### config.mk
export PLATFORM = sky130hd
export DESIGN_NAME = useq_master
export DESIGN_NICKNAME = d
export VERILOG_FILES = /design/src/rtl/useq_pkg.sv /design/src/rtl/useq_stby_timer.sv /design/src/rtl/useq_byte_shifter.sv /design/src/rtl/useq_byte_plan.sv /design/src/rtl/useq_master.sv
export SDC_FILE = /design/constraint.sdc
export NUM_CORES = 1
export LEC_CHECK = 0
export ABC_AREA = 1
export BUFFER_PORTS_ARGS = -buffer_cell sky130_fd_sc_hd__buf_2
export CAP_MARGIN = 20
export CORE_MARGIN = 10
export CORE_UTILIZATION = 55
export CTS_BUF_LIST = sky130_fd_sc_hd__clkbuf_16
export CTS_CLUSTER_SIZE = 30
export DETAILED_ROUTE_END_ITERATION = 6
export HOLD_SLACK_MARGIN = 0.03
export PLACE_DENSITY_LB_ADDON = 0.3
export SLEW_MARGIN = 20
export SYNTH_ARGS = -nofsm -noshare
export SYNTH_HDL_FRONTEND = slang
export SYNTH_HIERARCHICAL = 1
export SYNTH_SLANG_ARGS = --single-unit
### constraint.sdc
create_clock -name clk -period 4.3 [get_ports clk]
set_input_delay 0.215 -clock clk [delete_from_list [all_inputs] [get_ports clk]]
set_output_delay 0.215 -clock clk [all_outputs]
set_load 0.01 [all_outputs]
### src/rtl/useq_pkg.sv
package useq_pkg;
  typedef enum logic [2:0] {
    S_IDLE, S_STBY, S_LOAD, S_BITS, S_MAK, S_SAK
  } st_e;

  typedef enum logic [2:0] {
    PH_HDR, PH_DEV, PH_OP, PH_AH, PH_AL, PH_DAT
  } ph_e;

  localparam logic BOP_SEND = 1'b0;
  localparam logic BOP_RECV = 1'b1;
endpackage

### src/rtl/useq_stby_timer.sv
module useq_stby_timer #(
  parameter int CYC = 60000
) (
  input  logic clk,
  input  logic rst,
  input  logic start,
  output logic active,
  output logic fin
);
  localparam int CW = $clog2(CYC + 1);
  logic [CW-1:0] cnt;

  always_ff @(posedge clk) begin
    if (rst) begin
      active <= 1'b0;
      cnt    <= '0;
      fin    <= 1'b0;
    end else begin
      fin <= 1'b0;
      if (start && !active) begin
        active <= 1'b1;
        cnt    <= '0;
      end else if (active) begin
        if (cnt == CW'(CYC - 1)) begin
          active <= 1'b0;
          fin    <= 1'b1;
        end else begin
          cnt <= cnt + 1'b1;
        end
      end
    end
  end
endmodule

### src/rtl/useq_byte_shifter.sv
module useq_byte_shifter #(
  parameter int W = 8
) (
  input  logic         clk,
  input  logic         rst,
  input  logic         load,
  input  logic [W-1:0] load_val,
  input  logic         shift,
  input  logic         din,
  output logic         msb,
  output logic [W-1:0] q
);
  logic [W-1:0] sr;

  always_ff @(posedge clk) begin
    if (rst)        sr <= '0;
    else if (load)  sr <= load_val;
    else if (shift) sr <= {sr[W-2:0], din};
  end

  assign msb = sr[W-1];
  assign q   = sr;
endmodule

### src/rtl/useq_byte_plan.sv
module useq_byte_plan import useq_pkg::*; #(
  parameter int            BYTE_W   = 8,
  parameter int            LEN_W    = 8,
  parameter logic [BYTE_W-1:0] HDR_BYTE = 8'h55,
  parameter logic [BYTE_W-1:0] DEV_BYTE = 8'hA0
) (
  input  ph_e                 phase,
  input  logic [BYTE_W-1:0]   op,
  input  logic [2*BYTE_W-1:0] addr,
  input  logic                addr_en,
  input  logic                rd,
  input  logic [LEN_W-1:0]    len,
  input  logic [LEN_W-1:0]    remain,
  input  logic [BYTE_W-1:0]   wr_byte,
  output logic [BYTE_W-1:0]   byte_val,
  output logic                last,
  output logic                rx_byte,
  output ph_e                 nxt
);
  always_comb begin
    byte_val = '0;
    last     = 1'b0;
    rx_byte  = 1'b0;
    nxt      = phase;
    case (phase)
      PH_HDR: begin
        byte_val = HDR_BYTE;
        nxt      = PH_DEV;
      end
      PH_DEV: begin
        byte_val = DEV_BYTE;
        nxt      = PH_OP;
      end
      PH_OP: begin
        byte_val = op;
        last     = !addr_en && (len == '0);
        nxt      = addr_en ? PH_AH : PH_DAT;
      end
      PH_AH: begin
        byte_val = addr[2*BYTE_W-1:BYTE_W];
        nxt      = PH_AL;
      end
      PH_AL: begin
        byte_val = addr[BYTE_W-1:0];
        last     = (len == '0);
        nxt      = PH_DAT;
      end
      PH_DAT: begin
        byte_val = rd ? '0 : wr_byte;
        last     = (remain == LEN_W'(1));
        rx_byte  = rd;
        nxt      = PH_DAT;
      end
      default: begin
        nxt = PH_HDR;
      end
    endcase
  end
endmodule

### src/rtl/useq_master.sv
module useq_master import useq_pkg::*; #(
  parameter int                STBY_CYC = 60000,
  parameter int                BYTE_W   = 8,
  parameter int                LEN_W    = 8,
  parameter logic [BYTE_W-1:0] HDR_BYTE = 8'h55,
  parameter logic [BYTE_W-1:0] DEV_BYTE = 8'hA0
) (
  input  logic                clk,
  input  logic                rst,
  input  logic                cmd_valid,
  output logic                cmd_ready,
  input  logic [BYTE_W-1:0]   cmd_op,
  input  logic [2*BYTE_W-1:0] cmd_addr,
  input  logic                cmd_addr_en,
  input  logic                cmd_read,
  input  logic [LEN_W-1:0]    cmd_len,
  input  logic                wr_valid,
  input  logic [BYTE_W-1:0]   wr_data,
  output logic                wr_ready,
  output logic                rd_valid,
  output logic [BYTE_W-1:0]   rd_data,
  output logic                done,
  output logic                error,
  output logic                line_stby,
  output logic                bit_go,
  output logic                bit_op,
  output logic                bit_tx,
  input  logic                bit_done,
  input  logic                bit_rx,
  input  logic                bit_miss
);
  localparam int AW  = 2 * BYTE_W;
  localparam int BCW = $clog2(BYTE_W);

  st_e               st;
  ph_e               ph;
  logic [BYTE_W-1:0] op_r;
  logic [AW-1:0]     addr_r;
  logic              aen_r, rd_r, last_r, rxb_r, busy, need_stby, tstart;
  logic [LEN_W-1:0]  len_r, remain;
  logic [BCW-1:0]    bcnt;

  logic              tfin;
  logic [BYTE_W-1:0] plan_byte, sh_q;
  logic              plan_last, plan_rx, sh_msb, sh_load, sh_shift, can_load, ack_ok;
  ph_e               plan_nxt;

  useq_stby_timer #(.CYC(STBY_CYC)) u_timer (
    .clk(clk), .rst(rst), .start(tstart), .active(line_stby), .fin(tfin)
  );

  useq_byte_plan #(
    .BYTE_W(BYTE_W), .LEN_W(LEN_W), .HDR_BYTE(HDR_BYTE), .DEV_BYTE(DEV_BYTE)
  ) u_plan (
    .phase(ph), .op(op_r), .addr(addr_r), .addr_en(aen_r), .rd(rd_r),
    .len(len_r), .remain(remain), .wr_byte(wr_data),
    .byte_val(plan_byte), .last(plan_last), .rx_byte(plan_rx), .nxt(plan_nxt)
  );

  useq_byte_shifter #(.W(BYTE_W)) u_shift (
    .clk(clk), .rst(rst), .load(sh_load), .load_val(plan_byte),
    .shift(sh_shift), .din(bit_rx), .msb(sh_msb), .q(sh_q)
  );

  assign can_load  = !(ph == PH_DAT && !rd_r && !wr_valid);
  assign sh_load   = (st == S_LOAD) && can_load;
  assign sh_shift  = (st == S_BITS) && busy && bit_done;
  assign ack_ok    = bit_rx && !bit_miss;
  assign cmd_ready = (st == S_IDLE);

  always_ff @(posedge clk) begin
    if (rst) begin
      st        <= S_IDLE;
      ph        <= PH_HDR;
      op_r      <= '0;
      addr_r    <= '0;
      aen_r     <= 1'b0;
      rd_r      <= 1'b0;
      len_r     <= '0;
      remain    <= '0;
      last_r    <= 1'b0;
      rxb_r     <= 1'b0;
      bcnt      <= '0;
      busy      <= 1'b0;
      need_stby <= 1'b1;
      tstart    <= 1'b0;
      wr_ready  <= 1'b0;
      rd_valid  <= 1'b0;
      rd_data   <= '0;
      done      <= 1'b0;
      error     <= 1'b0;
      bit_go    <= 1'b0;
      bit_op    <= BOP_SEND;
      bit_tx    <= 1'b1;
    end else begin
      tstart   <= 1'b0;
      wr_ready <= 1'b0;
      rd_valid <= 1'b0;
      done     <= 1'b0;
      error    <= 1'b0;
      bit_go   <= 1'b0;
      case (st)
        S_IDLE: begin
          if (cmd_valid) begin
            op_r   <= cmd_op;
            addr_r <= cmd_addr;
            aen_r  <= cmd_addr_en;
            rd_r   <= cmd_read;
            len_r  <= cmd_len;
            remain <= cmd_len;
            ph     <= PH_HDR;
            if (need_stby) begin
              tstart <= 1'b1;
              st     <= S_STBY;
            end else begin
              st <= S_LOAD;
            end
          end
        end
        S_STBY: begin
          if (tfin) begin
            need_stby <= 1'b0;
            st        <= S_LOAD;
          end
        end
        S_LOAD: begin
          if (can_load) begin
            last_r   <= plan_last;
            rxb_r    <= plan_rx;
            bcnt     <= '0;
            wr_ready <= (ph == PH_DAT) && !rd_r;
            st       <= S_BITS;
          end
        end
        S_BITS: begin
          if (!busy) begin
            bit_go <= 1'b1;
            busy   <= 1'b1;
            bit_op <= rxb_r ? BOP_RECV : BOP_SEND;
            bit_tx <= rxb_r ? 1'b1 : sh_msb;
          end else if (bit_done) begin
            busy <= 1'b0;
            bcnt <= bcnt + 1'b1;
            if (bcnt == BCW'(BYTE_W - 1)) st <= S_MAK;
          end
        end
        S_MAK: begin
          if (!busy) begin
            bit_go <= 1'b1;
            busy   <= 1'b1;
            bit_op <= BOP_SEND;
            bit_tx <= !last_r;
          end else if (bit_done) begin
            busy <= 1'b0;
            st   <= S_SAK;
          end
        end
        S_SAK: begin
          if (!busy) begin
            bit_go <= 1'b1;
            busy   <= 1'b1;
            bit_op <= BOP_RECV;
            bit_tx <= 1'b1;
          end else if (bit_done) begin
            busy <= 1'b0;
            if (ph == PH_HDR) begin
              ph <= plan_nxt;
              st <= S_LOAD;
            end else if (!ack_ok) begin
              error     <= 1'b1;
              need_stby <= 1'b1;
              st        <= S_IDLE;
            end else begin
              if (rxb_r) begin
                rd_valid <= 1'b1;
                rd_data  <= sh_q;
              end
              if (ph == PH_DAT) remain <= remain - 1'b1;
              if (last_r) begin
                done <= 1'b1;
                st   <= S_IDLE;
              end else begin
                ph <= plan_nxt;
                st <= S_LOAD;
              end
            end
          end
        end
        default: st <= S_IDLE;
      endcase
    end
  end
endmodule

== Yosys cells after proc, flatten, opt, wreduce, memory -nomap -nowiden ==
Index checks and enable logic that the tools add are counted.

* Add/subtract/negate cells: 3
* Equal/unequal tests: 32
* Muxes and demuxes: 66
* Bitwise gates (word level): 12
* Reduce and logical (&&, ||, !) cells: 42

{| class="wikitable"
|+ Operators by type and width
! kind !! number
|-
| two-way mux 8 bit || 9
|-
| two-way mux 3 bit || 20
|-
| one-hot mux 8 bit (6 select lines) || 1
|-
| inequality test 2 bit, second input constant || 15
|-
| two-way mux 1 bit || 23
|-
| one-hot mux 3 bit (6 select lines) || 1
|-
| AND reduction 6 bit || 3
|-
| adder 16 x 1 -> 16 bit, second input constant || 1
|-
| equality test 16 bit, second input constant || 1
|-
| one-hot mux 8 bit (2 select lines) || 1
|-
| equality test 3 bit, second input constant || 5
|-
| one-hot mux 3 bit (5 select lines) || 1
|-
| equality test 3 x 2 -> 1 bit, second input constant || 4
|-
| inverter 1 bit || 12
|-
| one-hot mux 3 bit (2 select lines) || 2
|-
| OR reduction 3 bit || 4
|-
| AND reduction 10 bit || 1
|-
| one-hot mux 1 bit (3 select lines) || 3
|-
| equality test 8 x 1 -> 1 bit, second input constant || 1
|-
| logical AND 1 bit || 8
|-
| logical NOT 8 bit || 1
|-
| two-way mux 2 bit || 4
|-
| AND reduction 4 bit || 2
|-
| nonzero test 2 bit || 4
|-
| 14 further kinds || 28
|}

* Flip-flop bits (word level): 97
* Bits of input ports: 49
* Output and inout port bits: 17
* Logic and storage cells: 181

== Longest topological paths before layout ==
* Depth in word-level cells: 9
* Depth in mapped cells: 11
* Mapped depth without buffers: 10

== Modules after synthesis ==
Netlist, hierarchy kept.

{| class="wikitable"
|+ By module, submodules not included
! module !! instances !! cells an instance !! area an instance (um2)
|-
| useq_master || 1 || 426 || 3083.0
|-
| useq_stby_timer || 1 || 172 || 1086.0
|-
| useq_byte_plan || 1 || 105 || 493.0
|-
| useq_byte_shifter || 1 || 64 || 419.2
|}

== Worst setup path after synthesis ==
No wires, ideal clock.

* Path type: flip-flop to flip-flop
* From: register ph[2]
* To: register u_shift.sr[0], in the netlist u_shift/q[0]
* Setup time: 0.056 ns
* Arrival: 1.480 ns
* Required time: 4.244 ns
* Slack: 2.764 ns
* Stages on the path, launching flop included: 12
* Buffers on the path: 1
* Period minus slack after synthesis: 1.536 ns
* Path through: dfxtp_1 -> nand2_1 -> nor2_1 -> nand3_1 -> nand2_1 -> inv_1 -> buf_6 -> nor2_8 -> nand2_1 -> nand3_1 -> nand2_1 -> inv_1

* Cells in the longest elaborated chain, start to end: 6
* Elaborated cells between the ends (all ways): 13
* Those cells by class: 5 x eq/ne; 2 x mux; 6 x reduce/logical

{| class="wikitable"
|+ RTL lines
! element !! RTL line !! RTL
|-
| start: declaration || useq_master.sv:36 || <nowiki>ph_e ph;</nowiki>
|-
| start signal: assignment || useq_master.sv:167 || <nowiki>ph <= plan_nxt;</nowiki>
|-
| start signal: assignment || useq_master.sv:183 || <nowiki>ph <= plan_nxt;</nowiki>
|-
| equality test 3 bit * || useq_master.sv:65 || <nowiki>assign can_load = !(ph == PH_DAT && !rd_r && !wr_valid);</nowiki>
|-
| logical AND 1 bit * (2 in a row) || useq_master.sv:65 ||
|-
| logical NOT 1 bit * || useq_master.sv:65 ||
|-
| logical AND 1 bit * || useq_master.sv:66 || <nowiki>assign sh_load = (st == S_LOAD) && can_load;</nowiki>
|-
| net sh_load || useq_master.sv:45 || <nowiki>logic plan_last, plan_rx, sh_msb, sh_load, sh_shift, can_load, ack_ok;</nowiki>
|-
| two-way mux 8 bit / nonzero test 2 bit (equally long branches) || -- ||
|-
| end signal: assignment || useq_byte_shifter.sv:17 || <nowiki>else if (load) sr <= load_val;</nowiki>
|-
| end signal: assignment || useq_byte_shifter.sv:18 || <nowiki>else if (shift) sr <= {sr[W-2:0], din};</nowiki>
|-
| end: declaration || useq_byte_shifter.sv:13 || <nowiki>logic [W-1:0] sr;</nowiki>
|}

The timed path passes the listed nets; every way through them passes the cells marked *.
A chain may end at the register's enable or synchronous reset.

== Worst setup path in the final report ==
* From: register st[0]
* To: register rd_r

* Cells in the longest elaborated chain, start to end: 2

{| class="wikitable"
|+ RTL lines
! element !! RTL line !! RTL
|-
| start: declaration || useq_master.sv:35 || <nowiki>st_e st;</nowiki>
|-
| start signal: assignment || useq_master.sv:73 || <nowiki>st <= S_IDLE;</nowiki>
|-
| start signal: assignment || useq_master.sv:114 || <nowiki>st <= S_STBY;</nowiki>
|-
| start signal: assignment || useq_master.sv:116 || <nowiki>st <= S_LOAD;</nowiki>
|-
| logical NOT 3 bit || useq_master.sv:102 || <nowiki>case (st)</nowiki>
|-
| AND reduction 2 bit (no line) || -- ||
|-
| end signal: assignment || useq_master.sv:108 || <nowiki>rd_r <= cmd_read;</nowiki>
|-
| end: declaration || useq_master.sv:39 || <nowiki>logic aen_r, rd_r, last_r, rxb_r, busy, need_stby, tstart;</nowiki>
|}

Every way passes these cells.

==> impl_metrics.toml <==
[logic_synthesis]
synth_edf_count = 0
ys_seq_area_share_pct = 38.2
avgSynthCellArea_um2 = 6.62
syn-num-nets = 820
ys_seq_elements = 97
synth_area_um2 = 5080
synth_area_leaders = "dfxtp_1, nand2_1, nand3_1, nor2_1, a21oi_1"
synthCells = 767
yosys_warnings = 6
async_flop_share_pct = 0
synth_cell_type_count = 39
synth_top_area_share_pct = 38.2
yosys.area.top_type = "dfxtp_1"
yosys_most_used_dff = "dfxtp_1"

[global_route]
grt_start_max_net_pins = 51
antenna_found_initial = 0
grt_use_total_pct = 18.2
grt_pass1_vias = 4614
overflow = 0
grt_pass1_wl_mm = 20.5

[timing]
fin_tns_setup_ps = 0
finClkSkew_ps = 8.20
drv_slew = 0
max-slew-margin-rel_pct = 49.6
hold_ws_ps = 137
fmax_ghz = 0.466
hold_viol = 0
period_share_pct = 49.9
grt_setup_unrepaired = "false"
worst_pin_slew_ps = 755
min_period_ps = 2150
setup-violations-final = 0
fin_ws_ps = 2150

[outcome]
status = "completed"

[die]
initial_utilization_pct = 55.8
die_x_um = 116
ioPinCount = 66
die_y_um = 116
dieArea_um2 = 13500
rows = 35
core_um2 = 9110

[cts]
numCtsBuffers = 9
cts_buffer_depth = 2
cts_tree = "done"
cts_root_buffer = "clkbuf_16"
postCtsResizedCells = 0
cts.clk_slew.worst_paths_ps = 70
cts_hold_buf = 0
post_cts.repair.setup_buffers = 0
clock-sinks = 97
clkLatencyLatePin_ps = 340
cts_max_level = 3

[power]
pwr_density_cell_nw_per_um2 = 533
p_sw_share_pct = 38.9
internal-power_mw = 1.84
switchingPower_mw = 1.17
comb_power_share_pct = 32.3
power_frac_seq_pct = 41.1
power.leakage_nw = 2.53
clkPwrFrac_pct = 26.6
ir_drop_uv = 392
power_mw = 3.02

[place]
place_hpwl_mm = 8.91
portBuffers = 65
dp.cells = 913
place_ws_ps = 2150
place_congestion = 0.938
place_area_um2 = 5370

[routing]
drt_first_iter_violations = 438
routed_via_density = 5.29
routed_wl_mm = 12.2
drc = 0
wl_per_cell_um = 13.1
ant_nets = 0
dr.pass1.iters = 5
dr_total_vias = 4910

[layout]
final_cell_mix = "nand2_1, dfxtp_1, nor2_1"
instances_no_fill = 929
antenna_cells = 0
drive_gt1_share_pct = 14.8
final_nets = 866
layout_commonest_cell = "nand2_1"
fin_util_pct = 62.2
design_area_um2 = 5660
area.growth.synth_to_final_pct = 11.5

[setup_path]
required_ps = 4510
crit_type = "reg2reg"
critPathLaunch = "st[0]$_SDFFE_PP0P_"
r2r_start = "st[0]$_SDFFE_PP0P_"
worstPathArrival_ps = 2360
crit_path_start_kind = "register"
end_kind = "register"
crit_path_max_fanout = 36

[hold_path]
hold_start = "cmd_addr[5]"
min_path_type = "in2reg"

[run]
drv_cap = 0
Yosys cell counts, types with 3 or more instances:
cell      instances
inv_1            75
ha_1              4
inv_2            10
nor2_4            4
a21oi_1          58
nor2_2            5
buf_2            10
a21oi_2           5
clkbuf_1         11
buf_4             6
nor2_1           95
o21ai_0          37
buf_6             3
nor3_1            4
dfxtp_1          97
nand2_1         195
nand3_1          86
nand4_1          23
xnor2_1           3
nand2_2           7
o21ai_1           6
metal layers:
metal | global-route usage, % | part of all wire (%) | up-vias
met5 | 0 | 0 | -
met4 | 4.75 | 1.1 | 0
met3 | 4.88 | 6.7 | 12
met2 | 28.1 | 44 | 146
met1 | 24.6 | 48 | 2187
li1 | - | - | 2565
registers in the layout, summed over array words and instances, names as in the netlist, 3 cells and up:
name	flops
len_r	8
op_r	8
u_timer/cnt	16
u_shift/q	8
bcnt	3
rd_data	8
st	3
remain	8
addr_r	16
ph	3
cell type report:
| type | count | area (um2) |
|---|---|---|
| sequential | 97 | 1940 |
| fill | 851 | 3440 |
| multi-input combinational | 552 | 2630 |
| clock buffer | 9 | 225 |
| inverter | 87 | 327 |
| timing repair buffer | 66 | 333 |
| tap | 111 | 139 |
| clock inverter | 7 | 71.3 |
worst paths after layout:
kind	endpoint	slack [ps]	cells after the start
hold / removal	addr_r[5]$_SDFFE_PP0P_	140	3
hold reg to reg	len_r[2]$_SDFFE_PP0P_	460	2
setup reg to reg	rd_r$_SDFFE_PP0P_	2150	6
setup / recovery	rd_r$_SDFFE_PP0P_	2150	6
power by group through the flow:
stage                     logic (mW)  clock network (mW)  registers, mW
after global placement         0.926                   0           1.25
final                          0.975               0.803           1.24
after detailed placement       0.958                   0           1.25
after floorplan                0.820                   0           1.19
after global routing            1.11               0.848           1.27
after CTS                      0.966               0.815           1.24
kinds of logic (layout without fill, tap and decap cells):
group | count (synthesis) | count (layout) | share of synthesized area (%)
compound gates | 113 | 113 | 12.0
xor+xnor | 5 | 5 | 0.862
fa+ha+maj | 4 | 4 | 0.985
buf+inv | 118 | 169 | 10.1
flops | 97 | 97 | 38.2
simple gates | 430 | 430 | 37.8
worst max-delay path: stages (launching register included):
cell and delay (ps):
dfxtp_1 410, nor2_4 170, nand2_2 110, inv_2 430, nand2_2 520, o21ai_0 300, a21oi_1 60
No activity file was read; power rests on OpenSTA's default activity.
